[src/rtl/exc_pkg.sv]
`timescale 1ns/1ps
package exc_pkg;
  typedef enum logic [1:0] {
    SRC_RST = 2'd0,
    SRC_NMI = 2'd1,
    SRC_SWI = 2'd2,
    SRC_IRQ = 2'd3
  } exc_src_e;

  typedef enum logic [2:0] {
    ST_IDLE = 3'd0,
    ST_PUSH = 3'd1,
    ST_MASK = 3'd2,
    ST_VHI  = 3'd3,
    ST_VLO  = 3'd4,
    ST_VFIN = 3'd5,
    ST_LOAD = 3'd6
  } seq_st_e;
endpackage

[src/rtl/exc_src_qual.sv]
`timescale 1ns/1ps
// Qualifies the four exception sources: reset hold count, NMI edge latch,
// SWI request latch and IRQ level sample.
module exc_src_qual #(
  parameter int RST_HOLD = 8
) (
  input  logic clk,
  input  logic rst_n,
  input  logic res_n_i,
  input  logic nmi_n_i,
  input  logic irq_n_i,
  input  logic swi_req_i,
  input  logic mask_i,
  input  logic clr_nmi_i,
  input  logic clr_swi_i,
  output logic res_act_o,
  output logic rst_start_o,
  output logic nmi_pend_o,
  output logic swi_pend_o,
  output logic irq_req_o
);
  localparam int CW = $clog2(RST_HOLD + 1);
  localparam logic [CW-1:0] HOLD_C = CW'(RST_HOLD);

  logic [CW-1:0] rcnt_q, rcnt_d;
  logic          nmi_s_q, nmi_s_d;
  logic          irq_s_q, irq_s_d;
  logic          nmi_p_q, nmi_p_d;
  logic          swi_p_q, swi_p_d;
  logic          nmi_fall;

  assign nmi_fall = ~nmi_n_i & ~nmi_s_q;

  always_comb begin
    rcnt_d  = rcnt_q;
    nmi_p_d = nmi_p_q;
    swi_p_d = swi_p_q;
    nmi_s_d = ~nmi_n_i;
    irq_s_d = ~irq_n_i;
    if (!res_n_i) begin
      if (rcnt_q != HOLD_C) rcnt_d = rcnt_q + 1'b1;
      nmi_p_d = 1'b0;
      swi_p_d = 1'b0;
    end else begin
      rcnt_d = '0;
      if (nmi_fall)       nmi_p_d = 1'b1;
      else if (clr_nmi_i) nmi_p_d = 1'b0;
      if (swi_req_i)      swi_p_d = 1'b1;
      else if (clr_swi_i) swi_p_d = 1'b0;
    end
  end

  always_ff @(posedge clk or negedge rst_n) begin
    if (!rst_n) begin
      rcnt_q  <= '0;
      nmi_s_q <= 1'b0;
      irq_s_q <= 1'b0;
      nmi_p_q <= 1'b0;
      swi_p_q <= 1'b0;
    end else begin
      rcnt_q  <= rcnt_d;
      nmi_s_q <= nmi_s_d;
      irq_s_q <= irq_s_d;
      nmi_p_q <= nmi_p_d;
      swi_p_q <= swi_p_d;
    end
  end

  assign res_act_o   = ~res_n_i;
  assign rst_start_o = res_n_i & (rcnt_q == HOLD_C);
  assign nmi_pend_o  = nmi_p_q;
  assign swi_pend_o  = swi_p_q;
  assign irq_req_o   = irq_s_q & ~mask_i;
endmodule

[src/rtl/exc_frame.sv]
`timescale 1ns/1ps
// Snapshot of the register frame taken at acceptance, read out byte by byte.
module exc_frame #(
  parameter int AW = 16,
  parameter int DW = 8,
  parameter int NB = 7,
  parameter int IW = 3
) (
  input  logic          clk,
  input  logic          rst_n,
  input  logic          cap_i,
  input  logic          clr_i,
  input  logic [AW-1:0] pc_i,
  input  logic [AW-1:0] x_i,
  input  logic [DW-1:0] a_i,
  input  logic [DW-1:0] b_i,
  input  logic [DW-1:0] cc_i,
  input  logic [IW-1:0] idx_i,
  output logic [DW-1:0] byte_o
);
  logic [NB*DW-1:0] frame_in;
  logic [DW-1:0]    slot_w [NB];

  // byte 0 is the first one written (PC low), byte NB-1 the last (CC)
  assign frame_in = {cc_i, b_i, a_i, x_i, pc_i};

  for (genvar k = 0; k < NB; k++) begin : g_slot
    logic [DW-1:0] byte_q;
    always_ff @(posedge clk or negedge rst_n) begin
      if (!rst_n)     byte_q <= '0;
      else if (clr_i) byte_q <= '0;
      else if (cap_i) byte_q <= frame_in[k*DW +: DW];
    end
    assign slot_w[k] = byte_q;
  end

  always_comb begin
    byte_o = '0;
    for (int k = 0; k < NB; k++) begin
      if (idx_i == IW'(k)) byte_o = slot_w[k];
    end
  end
endmodule

[src/rtl/exc_seq_fsm.sv]
`timescale 1ns/1ps
// Sequencer: acceptance and priority, stacking, mask request, vector fetch, load.
module exc_seq_fsm
  import exc_pkg::*;
#(
  parameter int          AW      = 16,
  parameter int          DW      = 8,
  parameter int          NB      = 7,
  parameter int          IW      = 3,
  parameter logic [15:0] VEC_TOP = 16'hFFFE
) (
  input  logic          clk,
  input  logic          rst_n,
  input  logic          res_act_i,
  input  logic          rst_start_i,
  input  logic          nmi_pend_i,
  input  logic          swi_pend_i,
  input  logic          irq_req_i,
  input  logic          insn_end_i,
  input  logic [AW-1:0] sp_i,
  input  logic [DW-1:0] mem_rdata_i,
  input  logic [DW-1:0] frame_byte_i,
  output logic          cap_o,
  output logic          clr_nmi_o,
  output logic          clr_swi_o,
  output logic [IW-1:0] idx_o,
  output logic [AW-1:0] mem_addr_o,
  output logic          mem_we_o,
  output logic [DW-1:0] mem_wdata_o,
  output logic          mem_re_o,
  output logic          mask_set_o,
  output logic          busy_o,
  output logic          pc_ld_o,
  output logic [AW-1:0] pc_new_o,
  output logic          sp_ld_o,
  output logic [AW-1:0] sp_new_o,
  output logic          done_o,
  output logic [1:0]    done_src_o
);
  localparam logic [IW-1:0] LAST_IDX = IW'(NB - 1);
  localparam logic [AW-1:0] FRAME_SZ = AW'(NB);

  seq_st_e       st_q, st_d;
  exc_src_e      src_q, src_d;
  logic [IW-1:0] idx_q, idx_d;
  logic [AW-1:0] sp_q, sp_d;
  logic [DW-1:0] vhi_q, vhi_d;
  logic [DW-1:0] vlo_q, vlo_d;
  logic [AW-1:0] vec_base;
  logic          any_req;

  assign any_req  = nmi_pend_i | swi_pend_i | irq_req_i;
  assign vec_base = VEC_TOP[AW-1:0] - AW'({src_q, 1'b0});

  always_comb begin
    st_d      = st_q;
    src_d     = src_q;
    idx_d     = idx_q;
    sp_d      = sp_q;
    vhi_d     = vhi_q;
    vlo_d     = vlo_q;
    cap_o     = 1'b0;
    clr_nmi_o = 1'b0;
    clr_swi_o = 1'b0;
    if (res_act_i) begin
      st_d  = ST_IDLE;
      src_d = SRC_RST;
      idx_d = '0;
      sp_d  = '0;
      vhi_d = '0;
      vlo_d = '0;
    end else begin
      case (st_q)
        ST_IDLE: begin
          if (rst_start_i) begin
            st_d  = ST_VHI;
            src_d = SRC_RST;
          end else if (insn_end_i && any_req) begin
            st_d  = ST_PUSH;
            idx_d = '0;
            sp_d  = sp_i;
            cap_o = 1'b1;
            if (nmi_pend_i) begin
              src_d     = SRC_NMI;
              clr_nmi_o = 1'b1;
            end else if (swi_pend_i) begin
              src_d     = SRC_SWI;
              clr_swi_o = 1'b1;
            end else begin
              src_d     = SRC_IRQ;
            end
          end
        end
        ST_PUSH: begin
          if (idx_q == LAST_IDX) st_d = ST_MASK;
          else                   idx_d = idx_q + 1'b1;
        end
        ST_MASK: st_d = ST_VHI;
        ST_VHI:  st_d = ST_VLO;
        ST_VLO: begin
          vhi_d = mem_rdata_i;
          st_d  = ST_VFIN;
        end
        ST_VFIN: begin
          vlo_d = mem_rdata_i;
          st_d  = ST_LOAD;
        end
        ST_LOAD: st_d = ST_IDLE;
        default: st_d = ST_IDLE;
      endcase
    end
  end

  always_ff @(posedge clk or negedge rst_n) begin
    if (!rst_n) begin
      st_q  <= ST_IDLE;
      src_q <= SRC_RST;
      idx_q <= '0;
      sp_q  <= '0;
      vhi_q <= '0;
      vlo_q <= '0;
    end else begin
      st_q  <= st_d;
      src_q <= src_d;
      idx_q <= idx_d;
      sp_q  <= sp_d;
      vhi_q <= vhi_d;
      vlo_q <= vlo_d;
    end
  end

  always_comb begin
    mem_addr_o = '0;
    case (st_q)
      ST_PUSH: mem_addr_o = sp_q - AW'(idx_q);
      ST_VHI:  mem_addr_o = vec_base;
      ST_VLO:  mem_addr_o = vec_base + 1'b1;
      default: mem_addr_o = '0;
    endcase
  end

  assign idx_o       = idx_q;
  assign mem_we_o    = (st_q == ST_PUSH);
  assign mem_wdata_o = (st_q == ST_PUSH) ? frame_byte_i : '0;
  assign mem_re_o    = (st_q == ST_VHI) | (st_q == ST_VLO);
  assign mask_set_o  = res_act_i | (st_q == ST_MASK);
  assign busy_o      = (st_q != ST_IDLE);
  assign pc_ld_o     = (st_q == ST_LOAD);
  assign done_o      = (st_q == ST_LOAD);
  assign pc_new_o    = {vhi_q, vlo_q};
  assign sp_ld_o     = (st_q == ST_LOAD) & (src_q != SRC_RST);
  assign sp_new_o    = sp_q - FRAME_SZ;
  assign done_src_o  = src_q;
endmodule

[src/rtl/exc_entry_seq.sv]
`timescale 1ns/1ps
module exc_entry_seq #(
  parameter int          AW       = 16,
  parameter int          DW       = 8,
  parameter int          RST_HOLD = 8,
  parameter logic [15:0] VEC_TOP  = 16'hFFFE
) (
  input  logic          clk,
  input  logic          rst_n,
  input  logic          res_n_i,
  input  logic          nmi_n_i,
  input  logic          irq_n_i,
  input  logic          swi_req_i,
  input  logic          insn_end_i,
  input  logic          mask_i,
  input  logic [AW-1:0] sp_i,
  input  logic [AW-1:0] pc_i,
  input  logic [AW-1:0] x_i,
  input  logic [DW-1:0] a_i,
  input  logic [DW-1:0] b_i,
  input  logic [DW-1:0] cc_i,
  input  logic [DW-1:0] mem_rdata_i,
  output logic [AW-1:0] mem_addr_o,
  output logic          mem_we_o,
  output logic [DW-1:0] mem_wdata_o,
  output logic          mem_re_o,
  output logic          mask_set_o,
  output logic          busy_o,
  output logic          pc_ld_o,
  output logic [AW-1:0] pc_new_o,
  output logic          sp_ld_o,
  output logic [AW-1:0] sp_new_o,
  output logic          done_o,
  output logic [1:0]    done_src_o
);
  localparam int NB = 2 * (AW / DW) + 3;
  localparam int IW = $clog2(NB);

  logic          res_act, rst_start, nmi_pend, swi_pend, irq_req;
  logic          cap, clr_nmi, clr_swi;
  logic [IW-1:0] idx;
  logic [DW-1:0] frame_byte;

  exc_src_qual #(.RST_HOLD(RST_HOLD)) u_qual (
    .clk        (clk),
    .rst_n      (rst_n),
    .res_n_i    (res_n_i),
    .nmi_n_i    (nmi_n_i),
    .irq_n_i    (irq_n_i),
    .swi_req_i  (swi_req_i),
    .mask_i     (mask_i),
    .clr_nmi_i  (clr_nmi),
    .clr_swi_i  (clr_swi),
    .res_act_o  (res_act),
    .rst_start_o(rst_start),
    .nmi_pend_o (nmi_pend),
    .swi_pend_o (swi_pend),
    .irq_req_o  (irq_req)
  );

  exc_frame #(.AW(AW), .DW(DW), .NB(NB), .IW(IW)) u_frame (
    .clk   (clk),
    .rst_n (rst_n),
    .cap_i (cap),
    .clr_i (res_act),
    .pc_i  (pc_i),
    .x_i   (x_i),
    .a_i   (a_i),
    .b_i   (b_i),
    .cc_i  (cc_i),
    .idx_i (idx),
    .byte_o(frame_byte)
  );

  exc_seq_fsm #(.AW(AW), .DW(DW), .NB(NB), .IW(IW), .VEC_TOP(VEC_TOP)) u_fsm (
    .clk         (clk),
    .rst_n       (rst_n),
    .res_act_i   (res_act),
    .rst_start_i (rst_start),
    .nmi_pend_i  (nmi_pend),
    .swi_pend_i  (swi_pend),
    .irq_req_i   (irq_req),
    .insn_end_i  (insn_end_i),
    .sp_i        (sp_i),
    .mem_rdata_i (mem_rdata_i),
    .frame_byte_i(frame_byte),
    .cap_o       (cap),
    .clr_nmi_o   (clr_nmi),
    .clr_swi_o   (clr_swi),
    .idx_o       (idx),
    .mem_addr_o  (mem_addr_o),
    .mem_we_o    (mem_we_o),
    .mem_wdata_o (mem_wdata_o),
    .mem_re_o    (mem_re_o),
    .mask_set_o  (mask_set_o),
    .busy_o      (busy_o),
    .pc_ld_o     (pc_ld_o),
    .pc_new_o    (pc_new_o),
    .sp_ld_o     (sp_ld_o),
    .sp_new_o    (sp_new_o),
    .done_o      (done_o),
    .done_src_o  (done_src_o)
  );
endmodule

[config.mk]
export PLATFORM = sky130hd
export DESIGN_NAME = exc_entry_seq
export DESIGN_NICKNAME = d
export VERILOG_FILES = /design/src/rtl/exc_pkg.sv /design/src/rtl/exc_src_qual.sv /design/src/rtl/exc_frame.sv /design/src/rtl/exc_seq_fsm.sv /design/src/rtl/exc_entry_seq.sv
export SDC_FILE = /design/constraint.sdc
export NUM_CORES = 1
export LEC_CHECK = 0
export ABC_AREA = 1
export CAP_MARGIN = 20
export CORE_ASPECT_RATIO = 0.9
export CORE_MARGIN = 1.5
export CORE_UTILIZATION = 25
export DETAILED_ROUTE_END_ITERATION = 12
export SYNTH_ARGS = -nofsm -noshare
export SYNTH_HDL_FRONTEND = slang
export SYNTH_SLANG_ARGS = --single-unit
[constraint.sdc]
create_clock -name clk -period 2.4 [get_ports clk]
set_clock_uncertainty 0.1 [all_clocks]
set_input_delay 0.48 -clock clk [delete_from_list [all_inputs] [get_ports clk]]
set_output_delay 0.48 -clock clk [all_outputs]
set_load 0.03 [all_outputs]
Yosys cells after proc, flatten, opt, wreduce, memory -nomap -nowiden
Index checks and enable logic that the tools add are counted.
{"block": "totals", "inputBits": 88, "wordCells": 146, "out_inout_bits": 65, "reg_bits": 104}
{"block": "op_classes", "mux": 70, "reduce_logical": 10, "n_eq_ne": 29, "n_addsub": 6, "bitwise_logic": 13}
{"cell": "8-bit two-way mux", "n": 26}
{"cell": "16-bit two-way mux", "n": 4}
{"cell": "16-bit one-hot mux with 3 select lines", "n": 1}
{"cell": "3-bit two-way mux", "n": 8}
{"cell": "1-bit two-way mux", "n": 22}
{"cell": "3-bit equality test, second input constant", "n": 6}
{"cell": "3-bit one-hot mux with 6 select lines", "n": 1}
{"cell": "16-bit by 1-bit adder with 16-bit output, second input constant", "n": 1}
{"cell": "16-bit by 3-bit subtractor with 16-bit output", "n": 1}
{"cell": "16-bit by 3-bit subtractor with 16-bit output, second input constant", "n": 1}
{"cell": "3-bit by 2-bit equality test with 1-bit output, second input constant", "n": 4}
{"cell": "3-bit by 1-bit != test with 1-bit output, second input constant", "n": 4}
{"cell": "2-bit two-way mux", "n": 5}
{"cell": "2-bit by 1-bit != test with 1-bit output, second input constant", "n": 5}
{"cell": "4-bit two-way mux", "n": 2}
{"cell": "3-bit by 1-bit equality test with 1-bit output, second input constant", "n": 2}
{"cell": "3-bit zero test", "n": 2}
{"cell": "3-bit by 2-bit != test with 1-bit output, second input constant", "n": 2}
{"cell": "3-bit != test, second input constant", "n": 2}
{"cell": "3-bit one-hot mux with 2 select lines", "n": 1}
{"cell": "1-bit inverter", "n": 5}
{"cell": "2-bit by 4-bit subtractor with 5-bit output, first input constant", "n": 1}
{"cell": "4-bit by 1-bit adder with 4-bit output, second input constant", "n": 1}
{"cell": "1-bit AND", "n": 4}
{"cell": "other kinds (12)", "n": 17}

Logic depth before layout (Yosys ltp)
{"block": "logic_depth", "depth_word": 11, "ltp_mapped": 12, "ltp_nobuf": 11}

Modules after synthesis
A second synthesis with hierarchy kept.
{"block": "unflattened", "cells_unflattened": 753, "hier_area_um2": 5910.7}
{"mod": "exc_seq_fsm", "cells_each": 372, "seq_area_each_um2": 1001.0, "n_inst": 1, "area_each_um2": 2762.6}
{"mod": "exc_frame", "cells_each": 336, "seq_area_each_um2": 1401.3, "n_inst": 1, "area_each_um2": 2760.1}
{"mod": "exc_src_qual", "cells_each": 45, "seq_area_each_um2": 200.2, "n_inst": 1, "area_each_um2": 387.9}

Worst setup path after synthesis
OpenSTA, ideal clock, no wires.
{"block": "synth_timing", "kind": "reg2out", "from": "register u_fsm.sp_q[0]", "to": "output mem_addr_o[14]", "setup_slack_ps": -587, "t_arrival_ps": 2407, "stages_incl_launch_ff": 9, "path_cell_list": "dfrtp_1 inv_1 ha_1 fa_1 o21ai_0 nor2_1 nand3_1 nand2_1 o21ai_0"}
{"block": "synth_between", "elab_chain_cells": 2}
{"element": "start: declaration", "line": "exc_seq_fsm.sv:46", "source": "logic [AW-1:0] sp_q, sp_d;"}
{"element": "start signal: assignment", "line": "exc_seq_fsm.sv:126", "source": "sp_q <= sp_d;"}
{"element": "16-bit by 3-bit subtractor with 16-bit output", "line": "exc_seq_fsm.sv:135", "source": "ST_PUSH: mem_addr_o = sp_q - AW'(idx_q);"}
{"element": "16-bit one-hot mux with 3 select lines", "line": "exc_seq_fsm.sv:134", "source": "case (st_q)"}
{"element": "end: declaration", "line": "exc_entry_seq.sv:23", "source": "output logic [AW-1:0] mem_addr_o,"}
Every way passes these cells.

Final worst setup path
{"block": "layout_timing", "from": "register u_fsm.sp_q[1]", "to": "output mem_addr_o[6]"}
Same word-level chain as after synthesis.

==> flow_summary.toml <==
[synth]
synth-main-ff-cell = "dfrtp_1"
yosysMostFrequentCell = "nand2_1"
async_flop_share_pct = 100
ys_warn_count = 0
yosysTopAreaCellShare_pct = 44.5
synth_common_cells = "nand2_1 (202), inv_1 (112), o21ai_0 (110)"
synth_edf_count = 0
synthCells = 773
yosysTopAreaCell = "dfrtp_1"
synth_nets = 874
ys_top_cells_by_area = "dfrtp_1 (44%), nand2_1 (13%), o21ai_0 (9.4%)"
synth_cell_types = 36
synth-seq-area-share_pct = 44.5
synth_area_um2 = 5850
synth_seq_cells = 104
syn_area_per_cell_um2 = 7.57

[routing]
postRouteAntennaNets = 0
vias = 5654
wl_per_cell_um = 14.9
via_per_inst = 4.49
drtIter0Drc = 328
drc = 0
wirelength_um = 18700
dr.pass1.iters = 5

[finish]
final_nets = 1057
synthToLayoutAreaGrowth_pct = 56.8
drive_gt1_share_pct = 30.9
stdcell_count = 1258
n_antenna_cell = 0

[setup_path]
r2r-end = "u_frame.g_slot[4].byte_q[5]"
worstPathArrival_ps = 2120
r2r-start = "u_fsm.st_q[0]"
slowest_delay_ps = 480
startpoint = "u_fsm.sp_q[1]"
end_kind = "output pin"
reg2reg_depth = 10
cp_max_fo = 4
crit_path_end = "mem_addr_o[6]"
worstSetupPathType = "flop to output pin"
crit_required_ps = 1820
crit_slowest_cell = "dfrtp_2"
crit_chain = "inv_1, fa_2, o21ai_4, nor2_4, inv_2, nor2_1, o21ai_2, buf_12"
startpoint_type = "flop"
r2r_setup_slack_ps = 520

[grt]
grt_pass1_vias = 5666
grt_max_degree = 44
grt_first_pass_wirelength_um = 29800
grt_antenna_before_repair = 0
globalRouteTotalUtil_pct = 15.7
grt-ovfl-total = 0

[run]
max-cap-violations = 0

[clock_tree]
clock-root-buffer = "clkbuf_16"
cts_made_buffers = 9
cts.sinks = 104
cts_buffer_depth = 2
htreeDepth = 3
clkTransAtPathRegs_ps = 70
clk-insertion-delay-late_ps = 360
cts_tree = "built"

[timing]
period_needed_ps = 2700
rsz0062_at_grt = "true"
hold_viol = 0
max_clock_freq_mhz = 370
hold_ws_ps = 16.2
drv_slew = 0
tightest_slew_ps = 559
setup_ws_ps = -303
relSlewSlack_pct = 62.7
setup_viol = 22
min_period_over_period_pct = 113

[placed_design]
detailed_place_hpwl_um = 13400
io_buffers = 152
dp.cells = 1236
place_congestion = 0.844

[power_and_ir_drop]
powerDensity_nw_per_um2 = 1160
design_power_total_mw = 10.6
leakage_nw = 4.17
vdd_drop_max_v = 0.000592

[hold_path]
hp-class = "primary input to async pin"

[die]
die_x_um = 164
die_area_um2 = 24300
die_h_um = 148
ioPinCount = 153
core-area_um2 = 22700
initial_utilization_pct = 25.8
placementRows = 52

[outcome]
outcome = "finished with violations"
failed_checks = "setup timing"
[critical path, delay by kind of cell, from the launching register on]
kind | cells | cell delay [ps]
fa+ha+maj | 1 | 400
buf+inv | 3 | 330
simple gates | 2 | 130
flops | 1 | 480
compound gates | 2 | 420
[worst min-delay path by stage]
stage | from | slack, ps | end
floorplan | rst_n | 80 | u_frame.g_slot[0].byte_q[0]
global placement | u_frame.g_slot[6].byte_q[2] | 360 | u_frame.g_slot[6].byte_q[2]
detailed placement | u_frame.g_slot[6].byte_q[2] | 370 | u_frame.g_slot[6].byte_q[2]
CTS | rst_n | 20 | u_fsm.sp_q[13]
global route | rst_n | 50 | u_fsm.sp_q[15]
finish | rst_n | 20 | u_fsm.sp_q[14]
[placed cells by master, fill, tap and decap left out, drive strengths merged, types with 2 or more instances in the layout]
cell type / count
nand2: 207
o21ai: 141
inv: 118
clkdlybuf4s50: 105
dfrtp: 104
buf: 90
nand3: 54
nor2: 53
a21oi: 24
xor2: 15
ha: 12
clkbuf: 12
dlygate4sd2: 8
nor3: 6
clkinv: 2
[routing by layer]
layer  vias up  GRT usage [%]  part of all wire (%)
met2       135           24.2                    44
met4         0           3.64                  0.99
li1       2805              -                     -
met5         -              0                     0
met3        13           3.60                   6.1
met1      2701           22.3                    48
[sequential cells by signal, indices dropped and copies added (netlist names)]
register and cells:
u_qual.nmi_s_q 1, u_qual.swi_pend_o 1, u_fsm.vlo_q 8, u_fsm.idx_o 3, u_fsm.sp_q 16, u_qual.rcnt_q 4
u_fsm.vhi_q 8, u_qual.irq_s_q 1, u_qual.nmi_pend_o 1, u_fsm.st_q 3, u_fsm.done_src_o 2, u_frame.g_slot.byte_q 56
[metrics by stage]
step | utilization (%) | TNS (ps) | instance area (um2) | worst slack (ps)
after floorplan | - | 0 | 5980 | 2.69
after global placement | 35.4 | -5.15 | 8050 | -3.83
after detailed placement | 35.4 | -154 | 8050 | -50.7
after CTS | 39.0 | -4690 | 8850 | -291
after global routing | 40.4 | -6600 | 9170 | -374
final | 40.4 | -4250 | 9170 | -303
[layout make-up]
cell class	count	area [um2]
flip-flops and latches	104	2610
repair buffers	203	2080
multi-input cells	521	3350
clock buffers	12	267
inverters	117	457
fillers	2284	13500
well taps	297	372
clock inverters	4	33.8
[what timing repair did]
item | 4_1_cts | 5_1_grt
gates resized for setup | 155 | 90
setup buffers | 3 | 2
pin swaps | 41 | 31
hold buffers | 0 | 0
endpoints found under the setup margin | 39 | 35
gates cloned | 1 | 0
[power breakdown]
part | switching [mW] | total (mW) | leakage (nW) | internal, mW
combinational | 4.03 | 6.61 | 2.64 | 2.58
clock | 0.716 | 1.52 | 0.152 | 0.804
sequential | 0.307 | 2.50 | 1.38 | 2.19
total | 5.05 | 10.6 | 4.17 | 5.58
[logic make-up (layout without fill, tap and decap cells)]
kind of cell	after synthesis	count (layout)	synth area share, %
AOI/OAI and AO/OA	171	171	15.5
xor gates and xnor gates	15	15	2.25
adders and majority gates	13	13	2.91
buffers and inverters	148	336	11.2
DFF	104	104	44.5
and+or+nand+nor	322	322	23.6
(Power assumes the default switching activity.)
